File: config.mk
export PLATFORM = sky130hd
export DESIGN_NAME = ldst_resv_front
export DESIGN_NICKNAME = d
export VERILOG_FILES = /design/src/rtl/lsr_pkg.sv /design/src/rtl/lsr_ctrl.sv /design/src/rtl/lsr_req_hold.sv /design/src/rtl/lsr_mem_side.sv /design/src/rtl/ldst_resv_front.sv
export SDC_FILE = /design/constraint.sdc
export NUM_CORES = 1
export LEC_CHECK = 0
export ABC_AREA = 1
export BUFFER_PORTS_ARGS = -buffer_cell sky130_fd_sc_hd__buf_4
export CAP_MARGIN = 0
export CELL_PAD_IN_SITES_DETAIL_PLACEMENT = 1
export CELL_PAD_IN_SITES_GLOBAL_PLACEMENT = 2
export CORE_AREA = 2 2 185 187
export DETAILED_ROUTE_END_ITERATION = 10
export DIE_AREA = 0 0 187 189
export PLACE_DENSITY_LB_ADDON = 0.1
export SETUP_SLACK_MARGIN = 0.1
export SYNTH_ARGS = -nofsm -noshare
export SYNTH_HDL_FRONTEND = slang
export SYNTH_SLANG_ARGS = --single-unit
File: constraint.sdc
create_clock -name clk -period 2.2 [get_ports clk]
set_input_delay 0.11 -clock clk [delete_from_list [all_inputs] [get_ports clk]]
set_output_delay 0.11 -clock clk [all_outputs]
set_load 0.005 [all_outputs]
File: src/rtl/lsr_pkg.sv
package lsr_pkg;

    typedef enum logic [2:0] {
        ST_IDLE     = 3'd0,
        ST_CHECK    = 3'd1,
        ST_RESERVED = 3'd2,
        ST_COMMIT   = 3'd3,
        ST_ABORT    = 3'd4
    } lsr_state_e;

    // Decoded phase flags handed from control to the datapath pieces.
    typedef struct packed {
        logic idle;
        logic check;
        logic reserved;
        logic commit;
        logic abort;
    } lsr_phase_t;

    function automatic lsr_state_e lsr_next(
        input lsr_state_e s,
        input logic       start,
        input logic       ack,
        input logic       err,
        input logic       go,
        input logic       cancel
    );
        lsr_state_e n;
        case (s)
            ST_IDLE:     n = start ? ST_CHECK : ST_IDLE;
            ST_CHECK:    n = ack ? (err ? ST_ABORT : ST_RESERVED) : ST_CHECK;
            ST_RESERVED: n = cancel ? ST_IDLE : (go ? ST_COMMIT : ST_RESERVED);
            ST_COMMIT:   n = ST_IDLE;
            ST_ABORT:    n = ST_IDLE;
            default:     n = ST_IDLE;
        endcase
        return n;
    endfunction

    function automatic lsr_phase_t lsr_decode(input lsr_state_e s);
        lsr_phase_t p;
        p.idle     = (s == ST_IDLE);
        p.check    = (s == ST_CHECK);
        p.reserved = (s == ST_RESERVED);
        p.commit   = (s == ST_COMMIT);
        p.abort    = (s == ST_ABORT);
        return p;
    endfunction

endpackage

File: src/rtl/lsr_ctrl.sv
module lsr_ctrl
    import lsr_pkg::*;
(
    input  logic       clk,
    input  logic       rst,
    input  logic       req_ok,
    input  logic       chk_ack,
    input  logic       chk_err,
    input  logic       go,
    input  logic       cancel,
    output logic       take,
    output lsr_phase_t phase
);

    lsr_state_e state_q;
    lsr_state_e state_d;

    assign take    = (state_q == ST_IDLE) && req_ok;
    assign state_d = lsr_next(state_q, take, chk_ack, chk_err, go, cancel);
    assign phase   = lsr_decode(state_q);

    always_ff @(posedge clk) begin
        if (rst) state_q <= ST_IDLE;
        else     state_q <= state_d;
    end

    AST_ONE_PHASE: assert property (@(posedge clk) disable iff (rst)
        $countones(phase) == 1);
    AST_CHECK_WAITS: assert property (@(posedge clk) disable iff (rst)
        phase.check && !chk_ack |=> phase.check);
    AST_ABORT_ON_ERR: assert property (@(posedge clk) disable iff (rst)
        phase.check && chk_ack && chk_err |=> phase.abort);
    AST_ABORT_SHORT: assert property (@(posedge clk) disable iff (rst)
        phase.abort |=> phase.idle);

endmodule

File: src/rtl/lsr_req_hold.sv
module lsr_req_hold #(
    parameter int ADDR_W = 48,
    parameter int DATA_W = 64,
    parameter int MASK_W = DATA_W / 8
) (
    input  logic              clk,
    input  logic              rst,
    input  logic              load,
    input  logic [ADDR_W-1:0] in_addr,
    input  logic              in_store,
    input  logic [DATA_W-1:0] in_wdata,
    input  logic [MASK_W-1:0] in_wmask,
    output logic [ADDR_W-1:0] q_addr,
    output logic              q_store,
    output logic [DATA_W-1:0] q_wdata,
    output logic [MASK_W-1:0] q_wmask
);

    typedef struct packed {
        logic [ADDR_W-1:0] addr;
        logic              store;
        logic [DATA_W-1:0] wdata;
        logic [MASK_W-1:0] wmask;
    } held_req_t;

    held_req_t hold_q;

    always_ff @(posedge clk) begin
        if (rst) begin
            hold_q <= '0;
        end else if (load) begin
            hold_q.addr  <= in_addr;
            hold_q.store <= in_store;
            hold_q.wdata <= in_wdata;
            hold_q.wmask <= in_wmask;
        end
    end

    assign q_addr  = hold_q.addr;
    assign q_store = hold_q.store;
    assign q_wdata = hold_q.wdata;
    assign q_wmask = hold_q.wmask;

endmodule

File: src/rtl/lsr_mem_side.sv
module lsr_mem_side
    import lsr_pkg::*;
#(
    parameter int ADDR_W = 48,
    parameter int DATA_W = 64,
    parameter int MASK_W = DATA_W / 8
) (
    input  logic              clk,
    input  logic              rst,
    input  lsr_phase_t        phase,
    input  logic [ADDR_W-1:0] h_addr,
    input  logic              h_store,
    input  logic [DATA_W-1:0] h_wdata,
    input  logic [MASK_W-1:0] h_wmask,
    output logic              mem_en,
    output logic              mem_we,
    output logic [ADDR_W-1:0] mem_addr,
    output logic [DATA_W-1:0] mem_wdata,
    output logic [MASK_W-1:0] mem_wmask,
    input  logic [DATA_W-1:0] mem_rdata,
    output logic              ld_valid,
    output logic [DATA_W-1:0] ld_data
);

    logic ld_pend_q;

    // The port is touched only in the commit phase. Write data and
    // enables are forced to zero on loads so no stray enable can leak.
    assign mem_en    = phase.commit;
    assign mem_we    = phase.commit && h_store;
    assign mem_addr  = h_addr;
    assign mem_wdata = h_store ? h_wdata : '0;
    assign mem_wmask = (phase.commit && h_store) ? h_wmask : '0;

    always_ff @(posedge clk) begin
        if (rst) ld_pend_q <= 1'b0;
        else     ld_pend_q <= phase.commit && !h_store;
    end

    assign ld_valid = ld_pend_q;
    assign ld_data  = mem_rdata;

    AST_WRITE_IN_COMMIT: assert property (@(posedge clk) disable iff (rst)
        mem_we |-> mem_en);
    AST_LOAD_PULSE: assert property (@(posedge clk) disable iff (rst)
        ld_valid |=> !ld_valid);
    AST_LOAD_AFTER_READ: assert property (@(posedge clk) disable iff (rst)
        $rose(ld_valid) |-> $past(mem_en && !mem_we));

endmodule

File: src/rtl/ldst_resv_front.sv
module ldst_resv_front
    import lsr_pkg::*;
#(
    parameter int ADDR_W     = 48,
    parameter int DATA_W     = 64,
    parameter int MASK_W     = DATA_W / 8,
    parameter int LINE_BYTES = 16,
    parameter int LINE_OFF   = $clog2(LINE_BYTES)
) (
    input  logic                       clk,
    input  logic                       rst,
    input  logic                       req_ok,
    input  logic [ADDR_W-1:0]          req_addr,
    input  logic                       req_store,
    input  logic [DATA_W-1:0]          req_wdata,
    input  logic [MASK_W-1:0]          req_wmask,
    output logic                       busy,
    output logic                       chk_valid,
    output logic [ADDR_W-1:0]          chk_addr,
    input  logic                       chk_ack,
    input  logic                       chk_err,
    output logic                       kill,
    output logic                       resv_valid,
    output logic [ADDR_W-LINE_OFF-1:0] resv_line,
    input  logic                       go,
    input  logic                       cancel,
    output logic                       mem_en,
    output logic                       mem_we,
    output logic [ADDR_W-1:0]          mem_addr,
    output logic [DATA_W-1:0]          mem_wdata,
    output logic [MASK_W-1:0]          mem_wmask,
    input  logic [DATA_W-1:0]          mem_rdata,
    output logic                       ld_valid,
    output logic [DATA_W-1:0]          ld_data
);

    localparam int LINE_W = ADDR_W - LINE_OFF;

    lsr_phase_t        phase;
    logic              take;
    logic [ADDR_W-1:0] h_addr;
    logic              h_store;
    logic [DATA_W-1:0] h_wdata;
    logic [MASK_W-1:0] h_wmask;

    lsr_ctrl u_ctrl (
        .clk     (clk),
        .rst     (rst),
        .req_ok  (req_ok),
        .chk_ack (chk_ack),
        .chk_err (chk_err),
        .go      (go),
        .cancel  (cancel),
        .take    (take),
        .phase   (phase)
    );

    lsr_req_hold #(.ADDR_W(ADDR_W), .DATA_W(DATA_W), .MASK_W(MASK_W)) u_hold (
        .clk      (clk),
        .rst      (rst),
        .load     (take),
        .in_addr  (req_addr),
        .in_store (req_store),
        .in_wdata (req_wdata),
        .in_wmask (req_wmask),
        .q_addr   (h_addr),
        .q_store  (h_store),
        .q_wdata  (h_wdata),
        .q_wmask  (h_wmask)
    );

    lsr_mem_side #(.ADDR_W(ADDR_W), .DATA_W(DATA_W), .MASK_W(MASK_W)) u_mem (
        .clk       (clk),
        .rst       (rst),
        .phase     (phase),
        .h_addr    (h_addr),
        .h_store   (h_store),
        .h_wdata   (h_wdata),
        .h_wmask   (h_wmask),
        .mem_en    (mem_en),
        .mem_we    (mem_we),
        .mem_addr  (mem_addr),
        .mem_wdata (mem_wdata),
        .mem_wmask (mem_wmask),
        .mem_rdata (mem_rdata),
        .ld_valid  (ld_valid),
        .ld_data   (ld_data)
    );

    assign busy       = !phase.idle;
    assign chk_valid  = phase.check;
    assign chk_addr   = h_addr;
    assign kill       = phase.abort;
    assign resv_valid = phase.reserved;
    assign resv_line  = h_addr[ADDR_W-1:LINE_OFF];

    initial begin
        if (MASK_W * 8 != DATA_W) $error("byte enable width must be DATA_W/8");
        if (LINE_W < 1) $error("line offset exceeds address width");
    end

    AST_CHK_ADDR_HOLD: assert property (@(posedge clk) disable iff (rst)
        chk_valid && !chk_ack |=> chk_valid && $stable(chk_addr));
    AST_ERR_NO_COMMIT: assert property (@(posedge clk) disable iff (rst)
        chk_valid && chk_ack && chk_err |=> kill && !mem_en && !resv_valid);
    AST_RESV_HELD: assert property (@(posedge clk) disable iff (rst)
        resv_valid && !go && !cancel |=> resv_valid && $stable(resv_line) && !mem_en);
    AST_COMMIT_AFTER_GO: assert property (@(posedge clk) disable iff (rst)
        $rose(mem_en) |-> $past(resv_valid && go && !cancel));
    AST_MEM_ONE_CYCLE: assert property (@(posedge clk) disable iff (rst)
        mem_en |=> !mem_en);
    AST_CANCEL_WINS: assert property (@(posedge clk) disable iff (rst)
        resv_valid && cancel |=> !mem_en && !busy);
    AST_BUSY_NO_TAKE: assert property (@(posedge clk) disable iff (rst)
        busy && req_ok && !chk_valid && !resv_valid |=> !chk_valid);

endmodule

== Word-level counts from Yosys, hierarchy flattened ==
Cells that the tools add are included.
Word-level totals
  register bits: 125
  bits of input ports: 192
  output and inout port bits: 283
  logic and storage cells: 24
Cells by class
  mux-type cells: 8
  eq/ne operators: 4
  reduce and logical (&&, ||, !) cells: 6
Operators by type and width (number)
  $mux W64: 1
  $mux W3: 3
  $pmux W3 S3: 1
  $mux W8: 1
  $eq A3 B2 Y1 const B: 2
  $eq A3 B1 Y1 const B: 1
  $eq A3 B3 Y1 const B: 1
  $logic_and A1 B1 Y1: 3
  $logic_not A3 Y1: 1
  $logic_not A1 Y1: 2
  $mux W1: 2

== Logic depth before layout (Yosys ltp) ==
  depth in word-level cells: 4
  gate-level depth with buffers: 6
  depth with buffers taken out: 5

== Hierarchy ==
Synthesis repeated with hierarchy kept, for this count alone.
Second synthesis, totals
  cell total of the unflattened synthesis: 1114
  area total of the unflattened synthesis: 7013.0 sq um
By module, submodules not included
  lsr_req_hold: instances 1, seq. area each 2422.3 sq um, cells an instance 767, area each 4997.3 sq um
  lsr_mem_side: instances 1, seq. area each 20.0 sq um, cells an instance 270, area each 1477.7 sq um
  ldst_resv_front: instances 1, seq. area each 0.0 sq um, cells an instance 45, area each 334.1 sq um
  lsr_ctrl: instances 1, seq. area each 60.1 sq um, cells an instance 32, area each 203.9 sq um

== Worst setup path after synthesis ==
OpenSTA, ideal clock, no wires.
  path kind: register to register
  start: register u_ctrl.state_q[0]
  end: register u_hold.hold_q (netlist bit u_hold.q_addr[10])
  path buffers: 2
  period minus slack after synthesis: 1.146 ns
  library setup time: 0.132 ns
  data required time: 2.068 ns
  stages on the path, launching flop included: 7
  path slack: 1.054 ns
  arrival: 1.014 ns
  cell sequence: dfxtp_1 nor2_4 nand3_2 buf_4 buf_2 nand2_1 a21oi_1
On the way
  cells in the longest elaborated chain, start to end: 2
RTL lines
  start, declared: RTL line lsr_ctrl.sv:15  | lsr_state_e state_q;
  start signal, assigned: RTL line lsr_ctrl.sv:24  | else state_q <= state_d;
  $logic_not A3 Y1: RTL line lsr_ctrl.sv:18  | assign take = (state_q == ST_IDLE) && req_ok;
  $logic_and A1 B1 Y1: RTL line lsr_ctrl.sv:18
  end, declared: RTL line lsr_req_hold.sv:26  | held_req_t hold_q;
No other way between the ends.
A chain may end at the register's enable or synchronous reset.

== Worst setup path in the final report ==
  start: register u_ctrl.state_q[0]
  end: output port resv_valid
On the way
  cells in the longest elaborated chain, start to end: 1
RTL lines
  $eq A3 B2 Y1: RTL line lsr_pkg.sv:44  | p.reserved = (s == ST_RESERVED);
  end, declared: RTL line ldst_resv_front.sv:23  | output logic resv_valid,
No other way between the ends.

==> results_dict.tcl <==
set metrics [dict create \
    outcome "completed" \
    num_io_pins 475 \
    clock_skew_ns 0.00730 \
    grt_overflow 0 \
    finalWirelength_mm 27.6 \
    finalHoldViolations 0 \
    yosysTopAreaCell "sky130_fd_sc_hd__dfxtp_1" \
    placeableCoreArea_mm2 0.0333 \
    grt_setup_unrepaired "no" \
    end_kind "primary output" \
    drt-pass1-iter-count 4 \
    timing.final.crit_share_pct 85.5 \
    fmaxAchievable_mhz 532 \
    detail_route.vias_per_cell 4.17 \
    cts_inserted_buffers 17 \
    cell_internal_pwr_mw 5.07 \
    n_fill_cell 4019 \
    die_outline_area_mm2 0.0353 \
    finalWeightedCongestion 0.681 \
    cts_htree_levels 4 \
    synthesis.area_per_instance_um2 7.22 \
    finalCoreUtilization_pct 30.7 \
    timing.hold.worst_path_depth 4 \
    mappedNetlistArea_mm2 0.00649 \
    totalNegativeSetupSlack_ns 0 \
    drcViolationCount 0 \
    min_period_ns 1.88 \
    synth_top_cells_by_area "sky130_fd_sc_hd__dfxtp_1 39%, sky130_fd_sc_hd__buf_4 18%, sky130_fd_sc_hd__nand2_1 12%" \
    first_pass_grt_wire_length_mm 42.4 \
    worstSetupPathType "reg2out" \
    synthesis.nets 1091 \
    power.static_leakage_nw 5.01 \
    p_sw_share_pct 27.5 \
    starting_density_of_the_core_pct 19.5 \
    synth_cells 899 \
    power.share.sequential_pct 36.3 \
    worst-endpoint-arrival_ns 1.77 \
    final_ant_viol_nets 0 \
    post-synth-top-area-fraction_pct 38.6 \
    critical_path.startpoint_type "register" \
    report.final.slew_viol_count 0 \
    synth_seq_cells 125 \
    clock_tree.root_cell "sky130_fd_sc_hd__clkbuf_16" \
    reg2regPathDepth 4 \
    dpl.hpwl_mm 17.6 \
    worstHoldEndpoint "u_ctrl.state_q[1]" \
    clkPwrFrac_pct 45.2 \
    post_synth_num_cell_types 17 \
    rows 67 \
    min_path_type "in2reg" \
    routedWlPerCell_um 16.9 \
    worstReg2RegEnd "u_hold.q_wdata[51]" \
    die_height_um 189 \
    cp.required_ns 2.09 \
    finalSetupViolCount 0 \
    clk_transition_reported_paths_ns 0.06 \
    dr.first_iter.drc_count 277 \
    slew_headroom_pct 57.2 \
    tritoncts_clock_tree "done" \
    grt_use_total_pct 15.2 \
    numClockSinks 125 \
    worstReg2RegStart "u_ctrl.state_q[0]" \
    finish.net_count 1364 \
    cellPowerDensity_mw_per_mm2 686 \
    critical_path_peak_fanout 114 \
    drv_cap 0 \
    irDropWorstVdd_v 0.000472 \
    via_count_of_the_first_global_routing_pass 7032 \
    area_growth_pct 57.2 \
    number_of_antenna_violations_at_the_first_check_in_global_routing 1 \
    combPwrFrac_pct 18.5 \
    reg2reg_slack_ns 0.64 \
    ctsLongestPathBuffers 2 \
    place.port_buffers 346 \
    grt_max_degree 115 \
    seq_area_frac_synth_pct 38.6 \
    die_w_um 187 \
    clkLatencyLatePin_ns 0.41 \
    synth_warnings 0 \
    min-delay-start "cancel" \
    layout-drive-gt1-share_pct 33.1 \
    dr_total_vias 6811 \
    power_switching_mw 1.92 \
    worst_pin_slew_ns 0.641 \
]
==> cell usage after synthesis <==
| master | number |
|---|---|
| sky130_fd_sc_hd__nor2_1 | 31 |
| sky130_fd_sc_hd__clkbuf_1 | 36 |
| sky130_fd_sc_hd__nor4_1 | 1 |
| sky130_fd_sc_hd__clkinv_1 | 1 |
| sky130_fd_sc_hd__inv_1 | 81 |
| sky130_fd_sc_hd__inv_2 | 1 |
| sky130_fd_sc_hd__buf_4 | 159 |
| sky130_fd_sc_hd__dfxtp_1 | 125 |
| sky130_fd_sc_hd__nor2_4 | 1 |
| sky130_fd_sc_hd__nand3_2 | 1 |
| sky130_fd_sc_hd__nand3_1 | 2 |
| sky130_fd_sc_hd__a21oi_1 | 113 |
| sky130_fd_sc_hd__nand2_1 | 200 |
| sky130_fd_sc_hd__buf_2 | 31 |
| sky130_fd_sc_hd__buf_1 | 1 |
| sky130_fd_sc_hd__nand4_1 | 113 |
| sky130_fd_sc_hd__nor3_1 | 2 |
==> cell families (layout without fill, tap and decap cells) <==
| family | after synthesis | in the layout | share of synthesized area (%) |
|---|---|---|---|
| simple gates | 351 | 351 | 25.0 |
| buf+inv | 310 | 596 | 27.7 |
| flops | 125 | 125 | 38.6 |
| compound gates | 113 | 113 | 8.72 |
| other cells | 0 | 1 | 0 |
==> final cells by class <==
type                            instances  area (um2)  area share (%)
Sequential cell                       125        2500            24.5
Multi-Input combinational cell        464        2190            21.5
Inverter                               83         314            3.08
Timing Repair Buffer                  481        3980            39.1
Clock inverter                         12         185            1.82
Antenna cell                            1        2.50          0.0245
Tap cell                              448         561            5.49
Clock buffer                           20         457            4.48
==> cells in the final DEF, fill, tap and decap left out <==
| cell type | netlist | layout |
|---|---|---|
| sky130_fd_sc_hd__buf_4 | 159 | 352 |
| sky130_fd_sc_hd__nand2_1 | 200 | 200 |
| sky130_fd_sc_hd__dlygate4sd3_1 | 0 | 124 |
| sky130_fd_sc_hd__dfxtp_1 | 125 | 124 |
| sky130_fd_sc_hd__nand4_1 | 113 | 113 |
| sky130_fd_sc_hd__a21oi_1 | 113 | 113 |
| sky130_fd_sc_hd__inv_1 | 81 | 81 |
| sky130_fd_sc_hd__nor2_1 | 31 | 31 |
| sky130_fd_sc_hd__clkbuf_16 | 0 | 17 |
| sky130_fd_sc_hd__buf_12 | 0 | 5 |
| sky130_fd_sc_hd__clkinvlp_4 | 0 | 4 |
| sky130_fd_sc_hd__bufinv_16 | 0 | 4 |
| sky130_fd_sc_hd__nand3_1 | 2 | 2 |
| sky130_fd_sc_hd__nor3_1 | 2 | 2 |
| sky130_fd_sc_hd__clkinv_4 | 0 | 2 |
| sky130_fd_sc_hd__inv_6 | 0 | 2 |
| sky130_fd_sc_hd__clkbuf_8 | 0 | 2 |
| sky130_fd_sc_hd__diode_2 | 0 | 1 |
| sky130_fd_sc_hd__nor2_4 | 1 | 1 |
| sky130_fd_sc_hd__inv_4 | 0 | 1 |
| sky130_fd_sc_hd__nand3_4 | 0 | 1 |
| sky130_fd_sc_hd__clkinv_1 | 1 | 1 |
| sky130_fd_sc_hd__nor4_1 | 1 | 1 |
| sky130_fd_sc_hd__clkbuf_1 | 36 | 1 |
| sky130_fd_sc_hd__dfxtp_2 | 0 | 1 |
==> stage by stage <==
step,setup slack [ns],cells,hold WS (ns),instance area [um2],total power [mW]
after detailed placement,0.646,1477,0.220,8320,3.73
after CTS,0.220,1633,0.0122,10200,7.16
final,0.320,1634,0.0235,10200,7.00
after floorplan,1.05,899,0.245,6490,3.27
after global placement,0.664,1477,0.220,8320,3.72
after global routing,0.118,1634,0.0202,10200,7.37
==> critical path: stages (launching register included) <==
cell	delay [ns]
sky130_fd_sc_hd__dfxtp_1	0.38
sky130_fd_sc_hd__nor2_4	0.17
sky130_fd_sc_hd__buf_12	0.42
sky130_fd_sc_hd__nand2_1	0.14
sky130_fd_sc_hd__inv_1	0.10
sky130_fd_sc_hd__buf_4	0.13
==> flip-flops by register name (all words and copies together), names as in the netlist <==
name	cells
u_ctrl.state_q	3
u_hold.q_addr	48
u_hold.q_store	1
u_hold.q_wdata	64
u_hold.q_wmask	8
u_mem.ld_valid	1
==> power by group through the flow <==
stage | Combinational (mW) | Clock, mW | Sequential, mW
final | 1.29 | 3.16 | 2.54
after global routing | 1.43 | 3.38 | 2.56
after CTS | 1.33 | 3.29 | 2.54
after detailed placement | 1.13 | 0 | 2.59
after global placement | 1.13 | 0 | 2.59
after floorplan | 0.717 | 0 | 2.56
==> timing repair <==
action / in CTS / in global routing
endpoints found under the setup margin: 0 / 0
buffers inserted: 0 / 0
hold buffers: 124 / 0
gates resized for setup: 0 / 0
endpoints found under the hold margin: 123 / 0
==> routing by layer <==
layer	routed length (um)	share of wire (%)	vias up	global-route usage (%)
li1	-	-	3319	-
met1	12400	45	3227	19.2
met2	13200	48	226	25.3
met3	1600	5.8	39	4.13
met4	420	1.5	0	4.61
met5	0	0	-	0
==> how the worst max path moves through the flow <==
stage                      start            endpoint  cells past startpoint
2_1_floorplan  u_ctrl.state_q[0]   u_hold.q_addr[10]                      6
3_3_place_gp   u_ctrl.state_q[0]          resv_valid                      5
3_5_place_dp   u_ctrl.state_q[1]  u_hold.q_wdata[18]                      5
4_1_cts        u_ctrl.state_q[0]          resv_valid                      5
5_1_grt        u_ctrl.state_q[0]          resv_valid                      5
6_report       u_ctrl.state_q[0]          resv_valid                      5
(Power assumes the default switching activity.)
